<file path="src/rtl/slt_pkg.sv">
package slt_pkg;
  localparam int unsigned DEF_LINES   = 64;
  localparam int unsigned DEF_THREADS = 4;
  localparam int unsigned DEF_ADDR_W  = 32;
  localparam int unsigned DEF_OFF_W   = 6;
  localparam int unsigned DEF_LIMIT   = 3;

  typedef enum logic {
    SNP_READ  = 1'b0,
    SNP_INVAL = 1'b1
  } snp_kind_e;
endpackage

</file>
<file path="src/rtl/slt_thread_ctl.sv">
module slt_thread_ctl
  import slt_pkg::*;
#(
  parameter int unsigned LINES = DEF_LINES,
  parameter int unsigned LIMIT = DEF_LIMIT,
  localparam int unsigned LINE_W = $clog2(LINES),
  localparam int unsigned CNT_W  = $clog2(LIMIT + 1)
) (
  input  logic              clk_i,
  input  logic              rst_ni,
  input  logic              begin_i,
  input  logic              commit_i,
  input  logic              release_i,
  input  logic              acc_hit_i,
  input  logic              acc_write_i,
  input  logic [LINE_W-1:0] acc_line_i,
  input  logic              snp_valid_i,
  input  snp_kind_e         snp_kind_i,
  input  logic [LINE_W-1:0] snp_line_i,
  input  logic              evict_valid_i,
  input  logic [LINE_W-1:0] evict_line_i,
  input  logic              sel_i,
  input  logic              clear_i,
  output logic              spec_o,
  output logic              pend_o,
  output logic              fallback_o,
  output logic              abort_o,
  output logic [LINES-1:0]  wr_set_o
);
  logic [LINES-1:0] rd_q, wr_q;
  logic             spec_q, hold_q, pend_q, fb_q, abort_q;
  logic [CNT_W-1:0] cnt_q;
  logic             snp_hit, ev_hit, conflict;
  logic [CNT_W-1:0] cnt_inc;

  always_comb begin
    snp_hit = 1'b0;
    if (snp_valid_i) begin
      if (snp_kind_i == SNP_INVAL) snp_hit = rd_q[snp_line_i] | wr_q[snp_line_i];
      else                         snp_hit = wr_q[snp_line_i];
    end
    ev_hit   = evict_valid_i & (rd_q[evict_line_i] | wr_q[evict_line_i]);
    conflict = spec_q & (snp_hit | ev_hit);
    cnt_inc  = cnt_q + CNT_W'(1);
  end

  always_ff @(posedge clk_i or negedge rst_ni) begin
    if (!rst_ni) begin
      rd_q    <= '0;
      wr_q    <= '0;
      spec_q  <= 1'b0;
      hold_q  <= 1'b0;
      pend_q  <= 1'b0;
      fb_q    <= 1'b0;
      abort_q <= 1'b0;
      cnt_q   <= '0;
    end else begin
      abort_q <= 1'b0;
      if (conflict) begin
        // abort wins over commit and local access in the same cycle
        spec_q  <= 1'b0;
        hold_q  <= 1'b1;
        pend_q  <= 1'b1;
        abort_q <= 1'b1;
        cnt_q   <= cnt_inc;
        if (cnt_inc >= CNT_W'(LIMIT)) fb_q <= 1'b1;
      end else if (commit_i && spec_q) begin
        spec_q <= 1'b0;
        rd_q   <= '0;
        wr_q   <= '0;
        cnt_q  <= '0;
      end else if (begin_i && !spec_q && !hold_q && !fb_q) begin
        spec_q <= 1'b1;
      end else if (acc_hit_i && spec_q) begin
        if (acc_write_i) wr_q[acc_line_i] <= 1'b1;
        else             rd_q[acc_line_i] <= 1'b1;
      end
      if (release_i && !spec_q) begin
        fb_q  <= 1'b0;
        cnt_q <= '0;
      end
      if (sel_i) pend_q <= 1'b0;
      if (clear_i) begin
        hold_q <= 1'b0;
        rd_q   <= '0;
        wr_q   <= '0;
      end
    end
  end

  assign spec_o     = spec_q;
  assign pend_o     = pend_q;
  assign fallback_o = fb_q;
  assign abort_o    = abort_q;
  assign wr_set_o   = wr_q;

  p_abort_was_spec_r6: assert property (@(posedge clk_i) disable iff (!rst_ni)
    abort_q |-> (!spec_q && $past(spec_q)));
  p_ro_read_safe_r4: assert property (@(posedge clk_i) disable iff (!rst_ni)
    (spec_q && snp_valid_i && snp_kind_i == SNP_READ && !wr_q[snp_line_i] && !evict_valid_i)
    |=> !abort_q);
  p_fallback_blocks_r10: assert property (@(posedge clk_i) disable iff (!rst_ni)
    (fb_q && !release_i) |=> !spec_q);
  p_commit_clears_r9: assert property (@(posedge clk_i) disable iff (!rst_ni)
    (commit_i && spec_q && !conflict) |=> (rd_q == '0 && wr_q == '0 && !spec_q));
endmodule

</file>
<file path="src/rtl/slt_inv_streamer.sv">
module slt_inv_streamer #(
  parameter int unsigned LINES   = 64,
  parameter int unsigned THREADS = 4,
  localparam int unsigned LINE_W = $clog2(LINES),
  localparam int unsigned TID_W  = $clog2(THREADS)
) (
  input  logic                          clk_i,
  input  logic                          rst_ni,
  input  logic [THREADS-1:0]            pend_i,
  input  logic [THREADS-1:0][LINES-1:0] wr_sets_i,
  output logic [THREADS-1:0]            sel_o,
  output logic [THREADS-1:0]            clear_o,
  output logic                          inv_valid_o,
  output logic [LINE_W-1:0]             inv_line_o,
  output logic [TID_W-1:0]              inv_tid_o,
  output logic                          inv_done_o
);
  logic              busy_q;
  logic [TID_W-1:0]  tid_q;
  logic [LINES-1:0]  mask_q;
  logic [TID_W-1:0]  pick;
  logic [LINE_W-1:0] low;

  always_comb begin
    pick = '0;
    for (int i = THREADS - 1; i >= 0; i--)
      if (pend_i[i]) pick = TID_W'(i);
    low = '0;
    for (int i = LINES - 1; i >= 0; i--)
      if (mask_q[i]) low = LINE_W'(i);
  end

  always_comb begin
    sel_o   = '0;
    clear_o = '0;
    if (!busy_q && |pend_i) sel_o[pick] = 1'b1;
    if (busy_q && mask_q == '0) clear_o[tid_q] = 1'b1;
  end

  always_ff @(posedge clk_i or negedge rst_ni) begin
    if (!rst_ni) begin
      busy_q <= 1'b0;
      tid_q  <= '0;
      mask_q <= '0;
    end else if (!busy_q) begin
      if (|pend_i) begin
        busy_q <= 1'b1;
        tid_q  <= pick;
        mask_q <= wr_sets_i[pick];
      end
    end else if (mask_q != '0) begin
      mask_q[low] <= 1'b0;
    end else begin
      busy_q <= 1'b0;
    end
  end

  assign inv_valid_o = busy_q && (mask_q != '0);
  assign inv_done_o  = busy_q && (mask_q == '0);
  assign inv_line_o  = low;
  assign inv_tid_o   = tid_q;

  p_ascending_r8: assert property (@(posedge clk_i) disable iff (!rst_ni)
    inv_valid_o |=> (inv_done_o || (inv_line_o > $past(inv_line_o))));
  p_done_single_r8: assert property (@(posedge clk_i) disable iff (!rst_ni)
    inv_done_o |=> !inv_done_o && !inv_valid_o);
  p_tid_held_r12: assert property (@(posedge clk_i) disable iff (!rst_ni)
    inv_valid_o |=> $stable(inv_tid_o));
  p_sel_onehot_r12: assert property (@(posedge clk_i) disable iff (!rst_ni)
    $onehot0(sel_o));
endmodule

</file>
<file path="src/rtl/slt_conflict_tracker.sv">
module slt_conflict_tracker
  import slt_pkg::*;
#(
  parameter int unsigned LINES   = DEF_LINES,
  parameter int unsigned THREADS = DEF_THREADS,
  parameter int unsigned ADDR_W  = DEF_ADDR_W,
  parameter int unsigned OFF_W   = DEF_OFF_W,
  parameter int unsigned LIMIT   = DEF_LIMIT,
  localparam int unsigned LINE_W = $clog2(LINES),
  localparam int unsigned TID_W  = $clog2(THREADS)
) (
  input  logic               clk_i,
  input  logic               rst_ni,
  input  logic [THREADS-1:0] begin_i,
  input  logic [THREADS-1:0] commit_i,
  input  logic [THREADS-1:0] release_i,
  input  logic               acc_valid_i,
  input  logic [TID_W-1:0]   acc_tid_i,
  input  logic               acc_write_i,
  input  logic [ADDR_W-1:0]  acc_addr_i,
  input  logic               snp_valid_i,
  input  logic               snp_write_i,
  input  logic [ADDR_W-1:0]  snp_addr_i,
  input  logic               evict_valid_i,
  input  logic [ADDR_W-1:0]  evict_addr_i,
  output logic [THREADS-1:0] active_o,
  output logic [THREADS-1:0] fallback_o,
  output logic [THREADS-1:0] abort_o,
  output logic               inv_valid_o,
  output logic [LINE_W-1:0]  inv_line_o,
  output logic [TID_W-1:0]   inv_tid_o,
  output logic               inv_done_o
);
  logic [LINE_W-1:0] acc_line, snp_line, ev_line;
  snp_kind_e         snp_kind;
  logic [THREADS-1:0] pend, sel, clr;
  logic [THREADS-1:0][LINES-1:0] wr_sets;
  logic unused_addr_bits;

  assign acc_line = acc_addr_i[OFF_W +: LINE_W];
  assign snp_line = snp_addr_i[OFF_W +: LINE_W];
  assign ev_line  = evict_addr_i[OFF_W +: LINE_W];
  assign snp_kind = snp_write_i ? SNP_INVAL : SNP_READ;
  assign unused_addr_bits = ^{acc_addr_i, snp_addr_i, evict_addr_i};

  for (genvar t = 0; t < THREADS; t++) begin : g_thr
    slt_thread_ctl #(.LINES(LINES), .LIMIT(LIMIT)) u_thr (
      .clk_i        (clk_i),
      .rst_ni       (rst_ni),
      .begin_i      (begin_i[t]),
      .commit_i     (commit_i[t]),
      .release_i    (release_i[t]),
      .acc_hit_i    (acc_valid_i && (acc_tid_i == TID_W'(t))),
      .acc_write_i  (acc_write_i),
      .acc_line_i   (acc_line),
      .snp_valid_i  (snp_valid_i),
      .snp_kind_i   (snp_kind),
      .snp_line_i   (snp_line),
      .evict_valid_i(evict_valid_i),
      .evict_line_i (ev_line),
      .sel_i        (sel[t]),
      .clear_i      (clr[t]),
      .spec_o       (active_o[t]),
      .pend_o       (pend[t]),
      .fallback_o   (fallback_o[t]),
      .abort_o      (abort_o[t]),
      .wr_set_o     (wr_sets[t])
    );
  end

  slt_inv_streamer #(.LINES(LINES), .THREADS(THREADS)) u_stream (
    .clk_i      (clk_i),
    .rst_ni     (rst_ni),
    .pend_i     (pend),
    .wr_sets_i  (wr_sets),
    .sel_o      (sel),
    .clear_o    (clr),
    .inv_valid_o(inv_valid_o),
    .inv_line_o (inv_line_o),
    .inv_tid_o  (inv_tid_o),
    .inv_done_o (inv_done_o)
  );

  p_stream_excl_r8: assert property (@(posedge clk_i) disable iff (!rst_ni)
    !(inv_valid_o && inv_done_o));
endmodule

</file>
<file path="config.mk">
export PLATFORM = sky130hd
export DESIGN_NAME = slt_conflict_tracker
export DESIGN_NICKNAME = d
export VERILOG_FILES = /design/src/rtl/slt_pkg.sv /design/src/rtl/slt_thread_ctl.sv /design/src/rtl/slt_inv_streamer.sv /design/src/rtl/slt_conflict_tracker.sv
export SDC_FILE = /design/constraint.sdc
export NUM_CORES = 2
export LEC_CHECK = 0
export BUFFER_PORTS_ARGS = -buffer_cell sky130_fd_sc_hd__buf_4
export CAP_MARGIN = 20
export CORE_AREA = 5 5 254 305
export DETAILED_ROUTE_END_ITERATION = 10
export DIE_AREA = 0 0 259 310
export SLEW_MARGIN = 10
export SYNTH_ARGS = -nofsm -noshare
export SYNTH_HDL_FRONTEND = slang
export SYNTH_SLANG_ARGS = --single-unit
</file>
<file path="constraint.sdc">
create_clock -name clk_i -period 2.47 [get_ports clk_i]
set_input_delay 0.247 -clock clk_i [delete_from_list [all_inputs] [get_ports clk_i]]
set_output_delay 0.247 -clock clk_i [all_outputs]
set_load 0.01 [all_outputs]
</file>
# Yosys cells after proc, flatten, opt, wreduce, memory -nomap -nowiden
# Index checks and enable logic that the tools add are counted.
[word_totals]
regBits = 607
in_bits = 117
output_inout_bits = 22
wordCells = 426
[classes]
add_sub_neg = 4
magnitude_cmp = 14
n_eq_ne = 16
n_mux = 227
bitwise = 31
reduce_logical = 99
[ops]
columns = ["operator", "count"]
rows = [
  ["64-bit two-way mux", 52],
  ["64-bit bitwise OR", 8],
  ["6-bit two-way mux", 64],
  ["64-bit binary-select mux with 2-bit select", 1],
  ["1-bit binary-select mux with 6-bit select", 16],
  ["1-bit two-way mux", 72],
  ["64-bit bitwise AND", 1],
  ["64-bit logical NOT", 1],
  ["64-bit inverter", 1],
  ["64-bit nonzero test", 1],
  ["3-bit nonzero test", 16],
  ["1-bit logical AND", 35],
  ["2-bit nonzero test", 17],
  ["2-bit two-way mux", 16],
  ["4-bit AND reduction", 8],
  ["6-bit by 7-bit less-than comparator with 1-bit output (second input constant)", 4],
  ["1-bit logical NOT", 13],
  ["1-bit demux with 6-bit select", 2],
  ["6-bit by 1-bit greater-or-equal comparator with 1-bit output (second input constant)", 2],
  ["3-bit by 1-bit != test with 1-bit output (second input constant)", 4],
  ["3-bit by 2-bit != test with 1-bit output (second input constant)", 4],
  ["1-bit bitwise OR", 12],
  ["2-bit AND reduction", 6],
  ["2-bit != test (second input constant)", 5],
  ["12 further kinds", 30],
]

# Longest topological paths before layout
[logic_depth]
word_depth = 72
ltp_mapped = 17
ltp_nobuf = 11

# Hierarchy
# From an unflattened synthesis, not the netlist that was laid out.
[hier_totals]
hier_cells = 3450
area_unflattened_um2 = 35932.0
[modules_own_cells]
columns = ["mod", "n_inst", "cells_each", "area_each_um2", "seq_area_each_um2"]
rows = [
  ["slt_thread_ctl at g_thr[0].u_thr ...", 3, 727, 7642.3, 3378.2],
  ["slt_thread_ctl at g_thr[3].u_thr", 1, 727, 7178.1, 3378.2],
  ["slt_inv_streamer", 1, 538, 5789.3, 1676.6],
  ["slt_conflict_tracker", 1, 4, 37.5, 0.0],
]

# Worst setup path before layout
# No wires, ideal clock.
[synth_path]
kind = "input to register"
start = "in snp_addr_i[6]"
end = "reg g_thr[0].u_thr.rd_q[54]"
setup_time_ns = 0.072
arrival_ns = 2.681
required_time_ns = 2.398
slack_ns = -0.283
stages = 13
path_buffers = 6
path_cell_list = "buf_6 -> buf_6 -> buf_2 -> mux4_2 -> a21oi_1 -> nand3_1 -> o311a_1 -> a21oi_1 -> buf_2 -> buf_6 -> buf_4 -> a31oi_1 -> nor2_1"
[synth_between]
elab_chain_cells = 9
word_cells_on_any_way = 11
cone_classes = "eq/ne (1); mux (6); bitwise (3); reduce/logical (1)"
[synth_rtl]
columns = ["item", "line_no", "rtl"]
rows = [
  ["start: declaration", "slt_conflict_tracker.sv:23", "input logic [ADDR_W-1:0] snp_addr_i,"],
  ["1-bit binary-select mux with 6-bit select (on tied branches)", "slt_thread_ctl.sv:39, slt_thread_ctl.sv:40", ""],
  ["1-bit two-way mux (on tied branches)", "slt_thread_ctl.sv:39, slt_thread_ctl.sv:40", ""],
  ["1-bit bitwise OR", "slt_thread_ctl.sv:39", "if (snp_kind_i == SNP_INVAL) snp_hit = rd_q[snp_line_i] | wr_q[snp_line_i];"],
  ["1-bit two-way mux (*)", "slt_thread_ctl.sv:39", ""],
  ["1-bit two-way mux (*)", "slt_thread_ctl.sv:38", "if (snp_valid_i) begin"],
  ["1-bit bitwise OR (*)", "slt_thread_ctl.sv:43", "conflict = spec_q & (snp_hit | ev_hit);"],
  ["1-bit bitwise AND (*)", "slt_thread_ctl.sv:43", ""],
  ["2-bit != test (no line) (*)", "n/a", ""],
  ["4-bit AND reduction (no line) (*)", "n/a", ""],
  ["end signal: assignment", "slt_thread_ctl.sv:49", "rd_q <= '0;"],
  ["end signal: assignment", "slt_thread_ctl.sv:69", "rd_q <= '0;"],
  ["end signal: indexed assignment", "slt_thread_ctl.sv:76", "else rd_q[acc_line_i] <= 1'b1;"],
  ["end: declaration", "slt_thread_ctl.sv:30", "logic [LINES-1:0] rd_q, wr_q;"],
]
# Every way passes the cells marked *; elsewhere a longest branch is shown, timed or not. The select of a mux whose other input is x is not followed.
# A chain may end at the register's enable or synchronous reset.

# Final worst setup path
[layout_path]
start = "reg g_thr[1].u_thr.rd_q[5]"
end = "reg g_thr[1].u_thr.wr_q[52]"
[layout_between]
elab_chain_cells = 9
word_cells_on_any_way = 13
cone_classes = "eq/ne (1); mux (6); bitwise (5); reduce/logical (1)"
[layout_rtl]
columns = ["item", "line_no", "rtl"]
rows = [
  ["start: declaration", "slt_thread_ctl.sv:30", ""],
  ["start signal: assignment", "slt_thread_ctl.sv:49", ""],
  ["start signal: assignment", "slt_thread_ctl.sv:69", ""],
  ["start signal: indexed assignment", "slt_thread_ctl.sv:76", ""],
  ["1-bit binary-select mux with 6-bit select", "slt_thread_ctl.sv:39", ""],
  ["1-bit two-way mux (not written as such)", "slt_thread_ctl.sv:39", ""],
  ["1-bit bitwise OR", "slt_thread_ctl.sv:39", ""],
  ["1-bit two-way mux", "slt_thread_ctl.sv:39", ""],
  ["1-bit two-way mux", "slt_thread_ctl.sv:38", ""],
  ["1-bit bitwise OR (*)", "slt_thread_ctl.sv:43", ""],
  ["1-bit bitwise AND (*)", "slt_thread_ctl.sv:43", ""],
  ["2-bit != test (no line) (*)", "n/a", ""],
  ["4-bit AND reduction (no line) (*)", "n/a", ""],
  ["end signal: assignment", "slt_thread_ctl.sv:50", "wr_q <= '0;"],
  ["end signal: assignment", "slt_thread_ctl.sv:70", "wr_q <= '0;"],
  ["end signal: indexed assignment", "slt_thread_ctl.sv:75", "if (acc_write_i) wr_q[acc_line_i] <= 1'b1;"],
  ["end: declaration", "slt_thread_ctl.sv:30", ""],
]
# Marked as above.

==> metrics.yaml <==
routed_wl_um: 171600
p_leak_nw: 22.30
drt_pass1_iterations: 10
grt_setup_unrepaired: "true"
run_status: "finished with violations"
die-width_um: 259
place_hpwl_um: 109900
power-per-cell-area_mw_per_mm2: 788.5
drtIter0Drc: 6016
ys_types: 77
slew_violations: 0
htree_num_levels: 3
initial_utilization: 0.4435
dp_cells: 5262
yosys_warnings: 0
critPathRequiredTime_ps: 3020
yosysMostFrequentCell: "nor2_1"
hold_ws_ps: 184.6
max-clock-path-buffers: 3
top_level_ports: 139
fin_total_pwr_mw: 38.52
grt_max_degree: 89
dieArea_mm2: 0.08029
avgViaCountPerCell: 6.671
via_count_of_the_first_global_routing_pass: 35480
synth_top_cells_by_area: "dfrtp_1 (46%), nor2_1 (8.6%), a21oi_1 (7.5%), mux4_2 (7.4%), nor3_1 (2.3%)"
finalSetupViolations: 611
placedInstanceArea_mm2: 0.04166
postLayoutSetupSlackWorst_ps: -844.7
synth_async_sr_flop_share: 1.000
routed-via-count: 36880
tightestPinTransition_ps: 1090
globalRoute.totalOverflow: 0
worst_setup_path_start_kind: "flip-flop"
yosysTopAreaCellShare: 0.4599
final-instance-count-excl-fill: 5528
portBuffers: 60
average_wire_length_per_cell_after_detail_routing_um: 31.04
syn_inst: 3519
nNetsFinal: 4592
synthDominantAreaCellType: "dfrtp_1"
setup.worst_path.end_class: "flip-flop"
route.antenna.remaining_nets: 0
hp-class: "in -> reg"
die_extent_in_y_um: 310
finalHoldViolations: 0
cts_buffers: 69
post_route_cells_drive_above_1_share: 0.4024
postSynthRegisterBits: 607
pre_cts_ws_ps: -1012
critical_path_class: "reg -> reg"
grt_antenna_before_repair: 7
insertion_delay_ps: 630
ir_worst_vdd_mv: 0.8609
worstPathMaxFanout: 8
timing.max_slew.rel_slack: 0.2719
ys_dominant_reg_cell: "dfrtp_1"
cts.reportedPaths.clkPinSlew_ps: 60
grt_use_total: 0.4067
crit_arrival_ps: 3870
gp_congestion: 1.025
part_of_the_yosys_area_used_for_sequential_elements: 0.4599
fin_worst_skew_ps: 25.20
std_cell_rows: 110
post-route-drc-count: 0
grt_first_pass_wirelength_um: 241900
mappedNetlistNets: 3640
max_cap_viol_count: 0
setup_total_negative_slack_ps: -374560
cts_sinks: 607
core-area_mm2: 0.07446
layout.cell_area.non_filler_mm2: 0.04885
layout-area-overhead-vs-synth_pct: 47.93
tritoncts: "yes"
ys_top_cells_by_count: "nor2_1 (760), dfrtp_1 (607), a21oi_1 (497)"
finalCritPeriodShare: 1.342
final_core_util: 0.6561
clock_tree.root_cell: "clkbuf_16"
violated_checks: "negative setup slack"
achievable-frequency_mhz: 301.7
period_minus_slack_ps: 3315
number_of_synthesized_flops_with_an_enable_pin: 0
synth_area_mm2: 0.03303
syn_area_per_cell_um2: 9.385
## repair_timing
item,in CTS,in global routing
setup endpoints to repair,611,612
pin swaps,201,246
hold endpoints to repair,55,0
gates resized for setup,323,292
hold buffers,13,0
buffers inserted,56,29
gates cloned,50,17
## layout make-up
class | count | area (um^2)
sequential | 607 | 15190
clock buffer | 101 | 2039
inverter | 61 | 229.0
timing repair buffer | 1183 | 11640
antenna | 2 | 5.005
fill | 5721 | 25600
multi-input combinational | 2549 | 18260
clock inverter | 17 | 222.7
tap | 1008 | 1261
## flip-flops by register name, indices dropped and copies added, names as in the netlist
| register | cells |
|---|---|
| g_thr.u_thr.abort_o | 4 |
| u_stream.inv_tid_o | 2 |
| g_thr.u_thr.fallback_o | 4 |
| g_thr.u_thr.hold_q | 4 |
| g_thr.u_thr.pend_o | 4 |
| g_thr.u_thr.wr_set_o | 256 |
| u_stream.busy_q | 1 |
| u_stream.mask_q | 64 |
| g_thr.u_thr.cnt_q | 8 |
| g_thr.u_thr.rd_q | 256 |
| g_thr.u_thr.spec_o | 4 |
## worst paths after layout
| path | start | to | slack (ps) | depth (start not counted) |
|---|---|---|---|---|
| setup / recovery | g_thr[1].u_thr.rd_q[5] | g_thr[1].u_thr.wr_set_o[52] | -840 | 12 |
| hold / removal | acc_addr_i[8] | g_thr[1].u_thr.rd_q[37] | 180 | 5 |
| setup reg to reg | g_thr[1].u_thr.rd_q[5] | g_thr[1].u_thr.wr_set_o[52] | -840 | 12 |
| hold reg to reg | g_thr[1].u_thr.hold_q | g_thr[1].u_thr.spec_o | 470 | 1 |
| max in group asynchronous | rst_ni | g_thr[3].u_thr.wr_set_o[38] | 1320 | 3 |
| min in group asynchronous | rst_ni | g_thr[3].u_thr.abort_o | 210 | 2 |
## cells in the final DEF (no fill, tap or decap), drive strengths merged, types with 11 or more instances in the layout
cell type	synthesis	routed
buf	188	1153
nor2	761	761
dfrtp	607	607
a21oi	497	497
nor3	155	155
nand2	125	125
clkbuf	114	117
mux4	110	110
nand3	88	88
a31oi	81	81
mux2i	75	75
a41oi	67	67
o21ai	66	66
a222oi	64	64
inv	60	61
a211oi	61	61
o21a	59	59
o221a	39	39
a22oi	32	32
nor2b	27	27
nor4	22	22
nand2b	21	21
o31ai	14	14
nand4	13	13
dlygate4sd3	0	13
o41ai	11	11
## where the power goes
| part | total (mW) | internal (mW) | switching, mW |
|---|---|---|---|
| registers | 11.8 | 10.9 | 0.886 |
| logic | 16.1 | 7.25 | 8.85 |
| clock network | 10.7 | 6.23 | 4.42 |
| total | 38.5 | 24.4 | 14.2 |
## kinds of logic after synthesis
group	synth area share
AOI/OAI and AO/OA	0.2178
adders and majority gates	0.001515
buffers and inverters	0.05600
DFF	0.4599
muxes	0.09831
and+or+nand+nor	0.1664
## routing by layer
metal / global-route usage / part of all wire / vias up / wire, um
li1: - / - / 14970 / -
met2: 0.6060 / 0.42 / 3026 / 71570
met1: 0.5001 / 0.34 / 17960 / 57840
met3: 0.1414 / 0.14 / 910 / 24850
met4: 0.2773 / 0.10 / 10 / 17250
met5: 0 / 0.00038 / - / 65
## critical path, cell delays in order, from the launching register on
cell	delay, ps
dfrtp_1	440
or2_2	310
a211oi_2	280
nand4_1	290
a311o_1	480
a32o_2	340
buf_6	140
nor3_4	240
buf_12	260
buf_6	140
buf_4	100
a21oi_1	60
nor2_1	140
(Power assumes the default switching activity.)
